## src/rtl/flash_seq.sv

```systemverilog
module flash_seq #(
  parameter int SETTLE_CYCLES = 3125000,
  parameter int IB_TRIES      = 20,
  parameter int OR_TRIES      = 10000,
  parameter int MAX_LEN       = 128,
  parameter int FLASH_BYTES   = 15360
) (
  input  logic        clk,
  input  logic        rst_n,
  input  logic        start,
  input  logic [2:0]  cmd,
  input  logic [15:0] offset,
  input  logic [15:0] count,
  output logic        busy,
  output logic        done,
  output logic        error,
  output logic [7:0]  xfer_count,
  output logic        f_req,
  output logic [1:0]  f_op,
  output logic [7:0]  f_wdata,
  input  logic        f_ack,
  input  logic        f_tmo,
  input  logic [7:0]  f_rdata,
  output logic        rd_valid,
  input  logic        rd_ready,
  output logic [7:0]  rd_data,
  input  logic        wr_valid,
  output logic        wr_ready,
  input  logic [7:0]  wr_data
);
  localparam int SW = $clog2(SETTLE_CYCLES + 1);
  localparam int TW = $clog2((IB_TRIES > OR_TRIES ? IB_TRIES : OR_TRIES) + 1);
  localparam logic [1:0] OP_AW = 2'd0, OP_AR = 2'd1, OP_DW = 2'd2, OP_DR = 2'd3;
  localparam logic [2:0] C_ARM = 3'd0, C_DISARM = 3'd1, C_ERASE = 3'd2,
                         C_READ = 3'd3, C_WRITE = 3'd4;
  localparam logic [7:0] STAT_OK = 8'h0D;

  typedef enum logic [3:0] {
    S_IDLE, S_SEL, S_KEY1, S_KEY2, S_SETTLE, S_CMD, S_IB, S_OR,
    S_STAT, S_HDR, S_PULL, S_WDAT, S_RDAT, S_PUSH, S_FIN
  } st_t;

  st_t         state;
  logic [1:0]  stage, idx;
  logic [TW-1:0] tries;
  logic [SW-1:0] settle;
  logic [7:0]  cnt, len, byte_r;
  logic [2:0]  op_cmd;
  logic [15:0] off_r;
  logic        armed, err_r;

  logic [16:0] remain;
  logic [16:0] len_a;
  logic [7:0]  len_calc;
  logic        past_end, is_flash_cmd;

  assign past_end     = {1'b0, offset} >= 17'(FLASH_BYTES);
  assign remain       = 17'(FLASH_BYTES) - {1'b0, offset};
  assign len_a        = ({1'b0, count} < 17'(MAX_LEN)) ? {1'b0, count} : 17'(MAX_LEN);
  assign len_calc     = (remain < len_a) ? remain[7:0] : len_a[7:0];
  assign is_flash_cmd = (cmd == C_ERASE) || (cmd == C_READ) || (cmd == C_WRITE);

  assign busy       = state != S_IDLE;
  assign done       = state == S_FIN;
  assign error      = err_r;
  assign xfer_count = cnt;
  assign rd_valid   = state == S_PUSH;
  assign rd_data    = byte_r;
  assign wr_ready   = state == S_PULL;

  assign f_req = (state == S_SEL) || (state == S_KEY1) || (state == S_KEY2) ||
                 (state == S_CMD) || (state == S_IB) || (state == S_OR) ||
                 (state == S_STAT) || (state == S_HDR) || (state == S_WDAT) ||
                 (state == S_RDAT);

  logic [7:0] hdr_byte, cmd_code;

  always_comb begin
    case (op_cmd)
      C_ERASE: cmd_code = 8'h03;
      C_READ:  cmd_code = 8'h06;
      default: cmd_code = 8'h07;
    endcase
    if (op_cmd == C_ERASE)
      hdr_byte = (idx == 2'd0) ? 8'hDE : (idx == 2'd1) ? 8'hAD : 8'hA5;
    else
      hdr_byte = (idx == 2'd0) ? off_r[15:8] : (idx == 2'd1) ? off_r[7:0] : len;
  end

  always_comb begin
    f_op    = OP_DW;
    f_wdata = 8'h00;
    case (state)
      S_SEL:  begin f_op = OP_AW; f_wdata = (op_cmd == C_ARM) ? 8'h02 : 8'hB4; end
      S_KEY1: f_wdata = 8'h02;
      S_KEY2: f_wdata = 8'h01;
      S_CMD:  f_wdata = cmd_code;
      S_HDR:  f_wdata = hdr_byte;
      S_WDAT: f_wdata = byte_r;
      S_IB, S_OR:     f_op = OP_AR;
      S_STAT, S_RDAT: f_op = OP_DR;
      default: ;
    endcase
  end

  always_ff @(posedge clk) begin
    if (!rst_n) begin
      state  <= S_IDLE;
      stage  <= 2'd0;
      idx    <= 2'd0;
      tries  <= '0;
      settle <= '0;
      cnt    <= 8'd0;
      len    <= 8'd0;
      byte_r <= 8'd0;
      op_cmd <= C_ARM;
      off_r  <= 16'd0;
      armed  <= 1'b0;
      err_r  <= 1'b0;
    end else begin
      case (state)
        S_IDLE: if (start) begin
          err_r  <= 1'b0;
          cnt    <= 8'd0;
          stage  <= 2'd0;
          idx    <= 2'd0;
          tries  <= '0;
          settle <= '0;
          op_cmd <= cmd;
          off_r  <= offset;
          len    <= len_calc;
          state  <= S_FIN;
          if (cmd == C_ARM) begin
            armed <= 1'b0;
            state <= S_SEL;
          end else if (cmd == C_DISARM) begin
            armed <= 1'b0;
          end else if (!is_flash_cmd || !armed) begin
            err_r <= 1'b1;
          end else if (cmd == C_READ) begin
            if (!past_end && count != 16'd0) state <= S_SEL;
          end else if (cmd == C_WRITE && past_end) begin
            err_r <= 1'b1;
          end else begin
            state <= S_SEL;
          end
        end
        S_SETTLE: begin
          if (settle == SW'(SETTLE_CYCLES - 1)) begin
            armed <= 1'b1;
            state <= S_FIN;
          end else begin
            settle <= settle + 1'b1;
          end
        end
        S_PUSH: if (rd_ready) begin
          cnt   <= cnt + 1'b1;
          state <= (cnt + 8'd1 == len) ? S_FIN : S_OR;
        end
        S_PULL: if (wr_valid) begin
          byte_r <= wr_data;
          state  <= S_WDAT;
        end
        S_FIN: state <= S_IDLE;
        default: if (f_req && f_ack) begin
          tries <= '0;
          if (f_tmo) begin
            err_r <= 1'b1;
            state <= S_FIN;
          end else begin
            case (state)
              S_SEL:  state <= (op_cmd == C_ARM) ? S_KEY1 : S_CMD;
              S_KEY1: state <= S_KEY2;
              S_KEY2: state <= S_SETTLE;
              S_CMD, S_HDR: state <= S_IB;
              S_WDAT: begin
                cnt   <= cnt + 1'b1;
                state <= S_IB;
              end
              S_RDAT: begin
                byte_r <= f_rdata;
                state  <= S_PUSH;
              end
              S_IB: begin
                if (f_rdata[1]) begin
                  if (tries == TW'(IB_TRIES - 1)) begin
                    err_r <= 1'b1;
                    state <= S_FIN;
                  end else begin
                    tries <= tries + 1'b1;
                  end
                end else if (stage == 2'd0) begin
                  state <= S_OR;
                end else if (stage == 2'd1) begin
                  if (idx == 2'd2) state <= S_OR;
                  else begin
                    idx   <= idx + 1'b1;
                    state <= S_HDR;
                  end
                end else begin
                  state <= (cnt == len) ? S_OR : S_PULL;
                end
              end
              S_OR: begin
                if (!f_rdata[0]) begin
                  if (tries == TW'(OR_TRIES - 1)) begin
                    err_r <= 1'b1;
                    state <= S_FIN;
                  end else begin
                    tries <= tries + 1'b1;
                  end
                end else if (stage == 2'd0) begin
                  state <= S_STAT;
                end else if (stage == 2'd1) begin
                  state <= (op_cmd == C_ERASE) ? S_FIN : S_STAT;
                end else begin
                  state <= (op_cmd == C_WRITE) ? S_FIN : S_RDAT;
                end
              end
              S_STAT: begin
                if (f_rdata != STAT_OK) begin
                  err_r <= 1'b1;
                  state <= S_FIN;
                end else if (stage == 2'd0) begin
                  stage <= 2'd1;
                  idx   <= 2'd0;
                  state <= S_HDR;
                end else begin
                  stage <= 2'd2;
                  if (op_cmd == C_WRITE) state <= (len == 8'd0) ? S_OR : S_PULL;
                  else state <= S_OR;
                end
              end
              default: state <= S_IDLE;
            endcase
          end
        end
      endcase
    end
  end
endmodule

```

## config.mk

```make
export PLATFORM = sky130hd
export DESIGN_NAME = flash_seq
export DESIGN_NICKNAME = d
export VERILOG_FILES = /design/src/rtl/flash_seq.sv
export SDC_FILE = /design/constraint.sdc
export NUM_CORES = 1
export LEC_CHECK = 0
export BUFFER_PORTS_ARGS = -buffer_cell sky130_fd_sc_hd__buf_2
export CORE_ASPECT_RATIO = 1.2
export CORE_MARGIN = 2
export CORE_UTILIZATION = 61
export DETAILED_ROUTE_END_ITERATION = 8
export GPL_TIMING_DRIVEN = 0
export PLACE_DENSITY = 0.84
export SETUP_SLACK_MARGIN = 0.3
export SYNTH_ARGS = -nofsm -noshare
export SYNTH_HDL_FRONTEND = slang
export SYNTH_SLANG_ARGS = --single-unit
```

## constraint.sdc

```tcl
create_clock -name clk -period 4.75 [get_ports clk]
set_input_delay 0.7125 -clock clk [delete_from_list [all_inputs] [get_ports clk]]
set_output_delay 0.7125 -clock clk [all_outputs]
set_load 0.01 [all_outputs]
```

* Yosys cells after proc, flatten, opt, wreduce, memory -nomap -nowiden
Index checks and enable logic that the tools add are counted.
** Word-level totals
- Register bits after elaboration :: 89
- Input bits :: 58
- Output and inout bits :: 32
- Word-level logic and storage cells :: 231
** Operators by class
- Add/sub/neg operators :: 5
- $lt $le $gt $ge :: 3
- Eq/ne operators :: 53
- Multiplexer cells :: 103
- Bitwise gates (word level) :: 3
- Reduce and logical (&&, ||, !) cells :: 52
** Operators by type and width (number)
- 8-bit 2-to-1 mux :: 14
- 4-bit 2-to-1 mux :: 26
- 14-bit 2-to-1 mux :: 7
- 14-bit case mux with 2 select lines :: 2
- 8-bit case mux with 6 select lines :: 1
- 22-bit 2-to-1 mux :: 2
- 22-bit case mux with 2 select lines :: 1
- 4-bit case mux with 8 select lines :: 1
- 2-bit 2-to-1 mux :: 15
- 4-bit equality test, second input constant :: 7
- 8-bit case mux with 3 select lines :: 1
- 22-bit by 1-bit adder with 22-bit output, second input constant :: 1
- 22-bit equality test, second input constant :: 1
- 4-bit case mux with 5 select lines :: 1
- 9-bit by 6-bit inequality test with 1-bit output, second input constant :: 2
- 17-bit by 16-bit less-than comparator with 1-bit output :: 1
- 1-bit 2-to-1 mux :: 17
- 14-bit by 16-bit subtractor with 17-bit output, first input constant :: 1
- 4-bit by 3-bit equality test with 1-bit output, second input constant :: 4
- 8-bit equality test :: 2
- 16-bit by 14-bit greater-or-equal comparator with 1-bit output, second input constant :: 1
- 16-bit by 8-bit less-than comparator with 1-bit output, second input constant :: 1
- 16-bit 2-to-1 mux :: 1
- 8-bit case mux with 2 select lines :: 1
- other kinds (52) :: 108

* Logic depth before layout (Yosys ltp)
Gate-level depths: netlist of the first run.
- Depth after elaboration :: 13
- Depth in mapped cells :: 14
- Depth with buffers taken out :: 13

* Worst setup path before layout of the first run
No wires, ideal clock.
- Path type :: input to register
- Start point :: input offset[0]
- End point :: register len[3]
- Library setup time :: 95 ps
- Data arrival time :: 3391 ps
- Data required time :: 4655 ps
- Slack :: 1264 ps
- Stages :: 14
- Buffers on the path :: 1
- Path through :: inv_1 ha_1 or4b_4 or3_1 nand3_1 xor2_1 ha_1 a21oi_1 o21ai_0 a21oi_1 or2_2 clkbuf_1 a41oi_1 a221oi_1
** On the way
- Cells in the longest elaborated chain, start to end :: 3
** RTL lines
- from (decl) :: RTL line 12 : input logic [15:0] offset,
- 14-bit by 16-bit subtractor with 17-bit output (*) :: RTL line 58 : assign remain = 17'(FLASH_BYTES) - {1'b0, offset};
- 17-bit by 16-bit less-than comparator with 1-bit output :: RTL line 60 : assign len_calc = (remain < len_a) ? remain[7:0] : len_a[7:0];
- 8-bit 2-to-1 mux (*) :: RTL line 60
- to (signal assigned) :: RTL line 131 : len <= len_calc;
- to (decl) :: RTL line 47 : logic [7:0] cnt, len, byte_r;
Every way passes the cells marked *; elsewhere a longest branch is shown, timed or not.
A chain may end at the register's enable or synchronous reset.

* Worst setup path after layout of the first run
Ends and elaborated chain as after synthesis.

==> metrics.md, run 1 <==
| Metric | Value |
|---|---|
| Status | finished, final reports clean |
| CP peak stage delay | around 0.53 ns |
| Compound-gate portion of the synthesized area | 24.7% |
| Largest family of logic cells by synthesized area | simple AND/OR/NAND/NOR gates |
| Initial DRC count | 534 |
| Crit-path cells | buf_2, inv_1, ha_1, or4b_4, or3_1, nand3_1, xor2_1, ha_1, a21oi_1, o21ai_0, a21oi_1, or2_2, clkbuf_1, a41oi_1, a221oi_1 |
| Worst slew pin tran | a little under 0.8 ns |
| Vias per inst | 6.45 |
| Clock Skews | between 0.015 and 0.02 ns |
| Die Area | about 11000 sq um |
| Area share of the largest cell type after synthesis | around 28% |
| Reg2reg end | error |
| Drt wl/cell | around 18 um |
| Mapped Cells | ~800 |
| Crit. End Element | register |
| Syn-to-layout area delta | 15.4% |
| Final slew viol count | 0 |
| Worst-path clk slew | around 0.070 ns |
| Initial antenna violation count | 0 |
| Dominant cell type by area after synthesis | dfxtp_1 |
| Initial Util | a little over three fifths |
| WP data arrival | around 4.1 ns |
| DIE HEIGHT | 115 um |
| # resized after CTS | 0 |
| P_leak | around 2.7 nW |
| CTS Buffer Depth | 2 |
| Top-Level Pins | 90 |
| Via count | roughly 6800 |
| Final Hold Vio Count | 0 |
| Setup CP Type | in -> reg |
| Antenna Cells | 0 |
| Worst setup SP type | input port |
| Count of distinct cell types in the synthesized netlist | 80 |
| Commonest cells post-synth | nand2_1 (99), dfxtp_1 (89), nor2_1 (74), a21oi_1 (69), o21ai_0 (38) |
| Hold Path End | off_r[7] |
| Number of CTS-inserted buffers | 9 |
| First-pass GRT wire length | around 32000 um |
| Worst hold path startpoint | off_r[7] |
| R2r setup slk | roughly 2.0 ns |
| RSZ-0062 raised after global routing | no |
| Warnings from Yosys | 0 |
| Top FF cell, synth | dfxtp_1 |
| Seq/Total Area, Yosys | around 28% |
| CP required | approximately 5.0 ns |
| Post-CTS Hold Fix Bufs | 0 |
| Drt first pass iters | 6 |
| Fraction of layout cells with a size suffix above 1 | between 15 and 20% |
| Final worst-path cycle share | around four fifths |
| Total GRT Usage | between 30 and 40% |
| Post-placement cell area | slightly below 7000 sq um |
| I/O Buffers | just under 90 |
| WL final | around 19000 um |
| Post-layout nets | between 1000 and 1500 |
| #FFs+latches synth | 89 |
| Hold depth | 2 |
| Core area | around 10000 sq um |
| Syn Area/Cell | 7.69 sq um |
| Most frequent cell after synthesis | nand2_1 |
| Number of enable flip-flop cells after synthesis | 0 |
| TritonCTS Sinks | 89 |
| Max_slew headroom | between 40% and 50% |
| CTS tree | yes |
| Final setup viols | 0 |
| Fin area | between 7000 and 8000 sq um |
| Vias in the first global route | around 6500 |
| Final ANT Viol Nets | 0 |
| Hpwl dp | 15000 um |
| MaxCap Viol Count | 0 |
| Setup tns final | 0 ns |
| Die width | between 90 and 100 um |
| Fill cell count | around 830 |
| DRC viols | 0 |
| H-tree Lvls | 3 |
| Root buf cell | clkbuf_16 |
| Std cell rows | 40 |
| Pin count of the biggest net entering global routing | 17 |
| Post-synthesis mux area share | around 2.7% |
| Post-CTS Setup Inserts | 0 |
| Cell area after synthesis | 6300 sq um |
| Adder-Cell Fraction of Synth Area | 4.37% |
| Reg2Reg Depth | 7 |
| CP max FO | 7 |
| Area share of and/or/nand/nor cells after synthesis | ~28% |
| Final Critical Period | 3.82 ns |
| Worst hold slack | 0.457 ns |
| Peak VDD IR | approximately 310 uV |
| GRT overflow | 0 |
| Synth async-reset ratio | 0% |
| Synth area leaders | dfxtp_1 (28%), nand2_1 (5.9%), a21oi_1 (5.5%) |
| Max stage delay cell, worst path | or4b_4 |
| Total power | ~0.0032 W |
| Pwr dens | 435 nW/um^2 |
| Worst-skew pair later-pin latency | approximately 0.34 ns |
| Hold crit path type | reg -> reg |
| R2r startpoint | state[0] |
| Post-Synth XOR/XNOR Area | around 7.4% |
| Placer Congestion | roughly 0.93 |
| Max frequency | about 0.26 GHz |
| Final Util | about 73% |
## sequential cells by signal, indices dropped and copies added, names as in the netlist
| name | cells |
|---|---|
| armed | 1 |
| stage | 2 |
| state | 4 |
| xfer_count | 8 |
| op_cmd | 3 |
| tries | 14 |
| error | 1 |
| idx | 2 |
| len | 8 |
| off_r | 16 |
| rd_data | 8 |
| settle | 22 |
## layout make-up
class / count / area (sq um) / area share (%)
inverters: 30 / 113 / 1.55
multi-input cells: 659 / 4230 / 58.2
flip-flops and latches: 89 / 1780 / 24.5
plain buffers: 48 / 201 / 2.77
repair buffers: 87 / 435 / 5.99
clock buffers: 9 / 225 / 3.10
clock inverters: 7 / 124 / 1.70
well taps: 126 / 158 / 2.17
## layout by cell type, fill, tap and decap left out, types with 6 or more instances in the layout
cell,n
nand2_1,99
buf_2,95
dfxtp_1,89
nor2_1,74
a21oi_1,69
o21ai_0,38
xnor2_1,37
clkbuf_1,32
inv_1,29
nand3_1,24
ha_1,22
a211oi_1,20
nor4_1,17
nand4_1,17
xor2_1,16
mux2i_1,15
nor3_1,12
nand2b_1,10
and3_1,10
or3_1,9
a41oi_1,9
clkbuf_16,9
and2_1,8
o21bai_1,8
conb_1,8
o22ai_1,7
nor2b_1,7
a221oi_1,7
buf_1,6
a21o_1,6
a2111oi_0,6
## cells by family (layout without fill, tap and decap cells)
family | Yosys count | after routing
fa+ha+maj | 22 | 22
compound gates | 228 | 228
buf+inv | 78 | 181
flops | 89 | 89
mux | 17 | 17
xor+xnor | 53 | 53
other cells | 1 | 8
simple gates | 331 | 331
## per-stage QoR
step	std cells	worst slack, ns
after global routing	1055	0.790
after CTS	1055	0.939
after detailed placement	1039	0.667
final	1055	0.930
after global placement	1039	0.797
after floorplan	826	1.26
## worst max-delay path by stage
stage | start | end | slack (ns) | cells after the start
final | offset[0] | len[3] | 0.93 | 15
after detailed placement | offset[0] | len[3] | 0.67 | 15
after global placement | offset[0] | len[3] | 0.80 | 15
after global routing | offset[0] | len[3] | 0.79 | 15
after floorplan | offset[0] | len[3] | 1.26 | 14
after CTS | offset[0] | len[3] | 0.94 | 15
## critical path, delay by kind of cell
family | cells | cell delay (ns)
AND/OR/NAND/NOR | 4 | 1.19
AO/OA/AOI/OAI | 5 | 0.94
adder cells (fa/ha/maj) | 2 | 0.54
buffers and inverters | 3 | 0.46
XOR/XNOR | 1 | 0.22
## layer usage
metal	global-route usage, %	wire length, um
met1	43.2	7940
met2	61.1	9610
met3	4.98	1280
met4	11.5	517
met5	0	0
## power breakdown
group / internal [W] / total [W] / switching [W]
clock network: 0.000521 / 0.000834 / 0.000313
logic: 0.000493 / 0.00138 / 0.000885
registers: 0.000837 / 0.000946 / 0.000108
No activity file was read; power rests on OpenSTA's default activity.
==> run 2: changes to the inputs <==
ABC_AREA = 1   (was not set)
CORE_UTILIZATION = 53   (was 61)
PLACE_DENSITY = 0.77   (was 0.84)
clock period = 3.5 ns   (was 4.75 ns; I/O delays follow)
==> run 2 against run 1 <==
Via count rose by 7.5%; sequential power rose by 40%; area after synthesis rose by 5.6%; first-iteration DRC count rose by 0.56%; hold slack got worse by 0.020 ns; cell area rose by 4.6%; total power rose by 42%; highest routed layer is now met5; clock power rose by 11%.
==> metrics.md, run 2 <==
| Metric | Value |
|---|---|
| Cell area after synthesis | 6650 sq um (+5.6%) |
| Critical path depth | 18 (+3) |
| Worst slew pin tran | 0.824 ns (+0.0323 ns) |
| CP required | 3.79 ns (-1.19 ns) |
| Final Hold Vio Count | 0 (unchanged) |
| Status | finished, final reports clean |
| CTS tree | yes |
| Warnings from Yosys | 0 (unchanged) |
| Placer Congestion | 0.990 (+6.9%) |
| Post-CTS Hold Fix Bufs | 0 (unchanged) |
| Commonest cells post-synth | nand2_1 (296), inv_1 (129), nor2_1 (123), dfxtp_1 (89), nand3_1 (79) |
| H-tree Lvls | 3 (unchanged) |
| Core area | 12200 sq um (+22%) |
| Synth area leaders | dfxtp_1 (27%), nand2_1 (17%), inv_1 (7.3%) |
| Max_slew headroom | 44.7% (-2.0 points) |
| Worst setup SP type | input port |
| Final worst-path cycle share | 81.7% |
| #FFs+latches synth | 89 (unchanged) |
| Crit-path cells | buf_2, inv_1, ha_1, nand3_1, nor2_2, nand2_1, nand2_1, xor2_1, ha_1, a21oi_1, o21ai_0, nand4_1, nand3_1, nor2_4, nand2_2, nand2_1, nand3_1, nand2_1 |
| Final ANT Viol Nets | 0 (unchanged) |
| Syn Area/Cell | 6.11 sq um (-21%) |
| Via count | 7318 (+7.5%) |
| DRC viols | 0 (unchanged) |
| R2r startpoint | settle[0] |
| Die width | 106 um (+9.8%) |
| I/O Buffers | 87 (unchanged) |
| Max stage delay cell, worst path | ha_1 |
| Fraction of layout cells with a size suffix above 1 | 14.2% (-0.89 points) |
| TritonCTS Sinks | 89 (unchanged) |
| Post-CTS Setup Inserts | 0 (unchanged) |
| CP most frequent cell | nand2_1 |
| Max frequency | ~0.35 GHz |
| R2r setup slk | 1.35 ns (-0.60 ns) |
| Drt wl/cell | 14.6 um (-20%) |
| Mapped Cells | 1089 (+33%) |
| Net Sw Power | 0.00209 W (+60%) |
| CP peak stage delay | 0.27 ns (-0.26 ns) |
| Hold depth | 3 (+1) |
| Number of CTS-inserted buffers | 9 (unchanged) |
| Worst hold slack | 0.437 ns (-0.0203 ns) |
| Net Sw Frac | 46.7% (+5.3 points) |
| Commonest non-fill, non-tap cell in the layout | nand2_1 |
| CP max FO | 9 (+2) |
| DIE HEIGHT | 127 um (+9.9%) |
| Fill cell count | 1212 (+45%) |
| Clock Power Share | 20.7% (-5.7 points) |
| Int Pwr | 0.00239 W (+29%) |
| RSZ-0062 raised after global routing | no |
| WP data arrival | 3.15 ns (-0.90 ns) |
| WL final | 19900 um (+2.7%) |
| Area share of the largest cell type after synthesis | 26.8% (-1.5 points) |
| Worst hold path startpoint | offset[15] |
| Count of distinct cell types in the synthesized netlist | 53 (-34%) |
| Setup tns final | 0 ns (unchanged) |
| Number of enable flip-flop cells after synthesis | 0 (unchanged) |
| Critical path's top delay family | simple AND/OR/NAND/NOR gates |
| Final slew viol count | 0 (unchanged) |
| MaxCap Viol Count | 0 (unchanged) |
| Final Critical Period | ~2.9 ns |
| Most frequent cell after synthesis | nand2_1 |
| Fin area | 7600 sq um (+4.6%) |
| Syn-to-layout area delta | 14.3% |
| Antenna Cells | 0 (unchanged) |
| Worst path bufs/invs | 2 (-1) |
| Seq/Total Area, Yosys | 26.8% (-1.5 points) |
| Hold Path End | off_r[15] |
| Post-placement cell area | 7310 sq um (+5.8%) |
| Std cell rows | 44 (+10%) |
| Vias per inst | 5.38 (-17%) |
| Die Area | 13500 sq um (+21%) |
| Hold crit path type | in -> reg |
| Worst-path clk slew | 0.06 ns (about the same) |
| Initial antenna violation count | 3 (+3) |
| CTS Buffer Depth | 2 (unchanged) |
| # resized after CTS | 0 (unchanged) |
| GRT overflow | 0 (unchanged) |
| Drt first pass iters | 5 (-1) |
| Post-layout nets | 1274 (+27%) |
| Root buf cell | clkbuf_16 |
| Final setup viols | 0 (unchanged) |
| Biggest regs | settle x22, off_r x16, tries x14 |
| Vias in the first global route | 6568 (+1.1%) |
| Max reg flops | 22 (unchanged) |
| Reg2reg end | state[0] |
| Dominant cell type by area after synthesis | dfxtp_1 |
| Total GRT Usage | 29.6% (-4.8 points) |
| Initial DRC count | 537 (+0.56%) |
| Top reg by flops | settle |
| Peak VDD IR | 324 uV (+5.8%) |
| Pwr dens | 589 nW/um^2 (+36%) |
| First-pass GRT wire length | 31900 um (+0.59%) |
| Clock Skews | 0.0118 ns (-0.00348 ns) |
| Setup CP Type | in -> reg |
| Synth async-reset ratio | 0% (unchanged) |
| Top FF cell, synth | dfxtp_1 |
| Crit. End Element | register |
| Commonest non-fill, non-tap cells in the layout | nand2_1 (296), inv_1 (129), nor2_1 (123) |
| Reg power frac | 29.5% (-0.4 points) |
| Worst-skew pair later-pin latency | 0.35 ns (about the same) |
| Top-Level Pins | 90 (unchanged) |
| Hpwl dp | 15700 um (+4.3%) |
| P_leak | 3.46 nW (+30%) |
| Final Util | 62.5% (-10 points) |
| Initial Util | 54.7% (-8.2 points) |
| Pin count of the biggest net entering global routing | 17 (unchanged) |
| Combinational share of power | 49.9% (+6.3 points) |
| Reg2Reg Depth | 12 (+5) |
==> run 2: how the worst max path moves through the flow <==
| stage | startpoint | end | slack [ns] |
|---|---|---|---|
| final | offset[0] | len[4] | 0.64 |
| after global routing | offset[0] | len[4] | 0.33 |
| after CTS | offset[0] | len[5] | 0.58 |
| after detailed placement | offset[0] | len[5] | 0.23 |
| after global placement | offset[0] | len[5] | 0.23 |
| after floorplan | offset[0] | len[7] | 0.86 |
==> run 2: cells by family after synthesis <==
kind of cell	after synthesis	synth area share [%]
xor gates and xnor gates	24	3.16
buffers and inverters	170	10.3
DFF	89	26.8
other	1	0.0564
AOI/OAI and AO/OA	179	15.3
adders and majority gates	22	4.14
and+or+nand+nor	604	40.3
==> run 2: per-stage QoR <==
| stage | setup WS (ns) | power (W) | std cells |
|---|---|---|---|
| floorplan | 0.857 | 0.00292 | 1096 |
| global placement | 0.227 | 0.00351 | 1344 |
| detailed placement | 0.230 | 0.00353 | 1344 |
| CTS | 0.579 | 0.00446 | 1360 |
| global route | 0.329 | 0.00482 | 1360 |
| finish | 0.639 | 0.00448 | 1360 |
==> run 2: per-layer routing <==
layer | wire, um | vias to the layer above | GRT usage (%)
met4 | 636 | 2 | 12.2
met1 | 8660 | 3260 | 38.4
li1 | - | 3764 | -
met2 | 9290 | 255 | 49.7
met5 | 8 | - | 0
met3 | 1290 | 37 | 3.65
==> run 2: layout make-up <==
cell class                      instances  area [sq um]  share of cell area, %
Sequential cell                        89          1780                   23.4
Timing Repair Buffer                   87           435                   5.73
Inverter                              147           554                   7.29
Buffer                                 23           129                   1.70
Tap cell                              161           201                   2.65
Clock buffer                            9           225                   2.96
Clock inverter                          7          55.1                  0.724
Multi-Input combinational cell        837          4220                   55.5
==> run 2: worst min-delay path, cell delays in order <==
cell and delay [ns]:
buf_2 0.12, nand2_1 0.06, nand2_1 0.05
==> run 2: power by group through the flow <==
stage | sequential (W) | combinational (W) | clock [W]
floorplan | 0.00131 | 0.00160 | 0
global placement | 0.00133 | 0.00218 | 0
detailed placement | 0.00134 | 0.00220 | 0
CTS | 0.00132 | 0.00221 | 0.000937
global route | 0.00134 | 0.00251 | 0.000980
finish | 0.00132 | 0.00223 | 0.000926
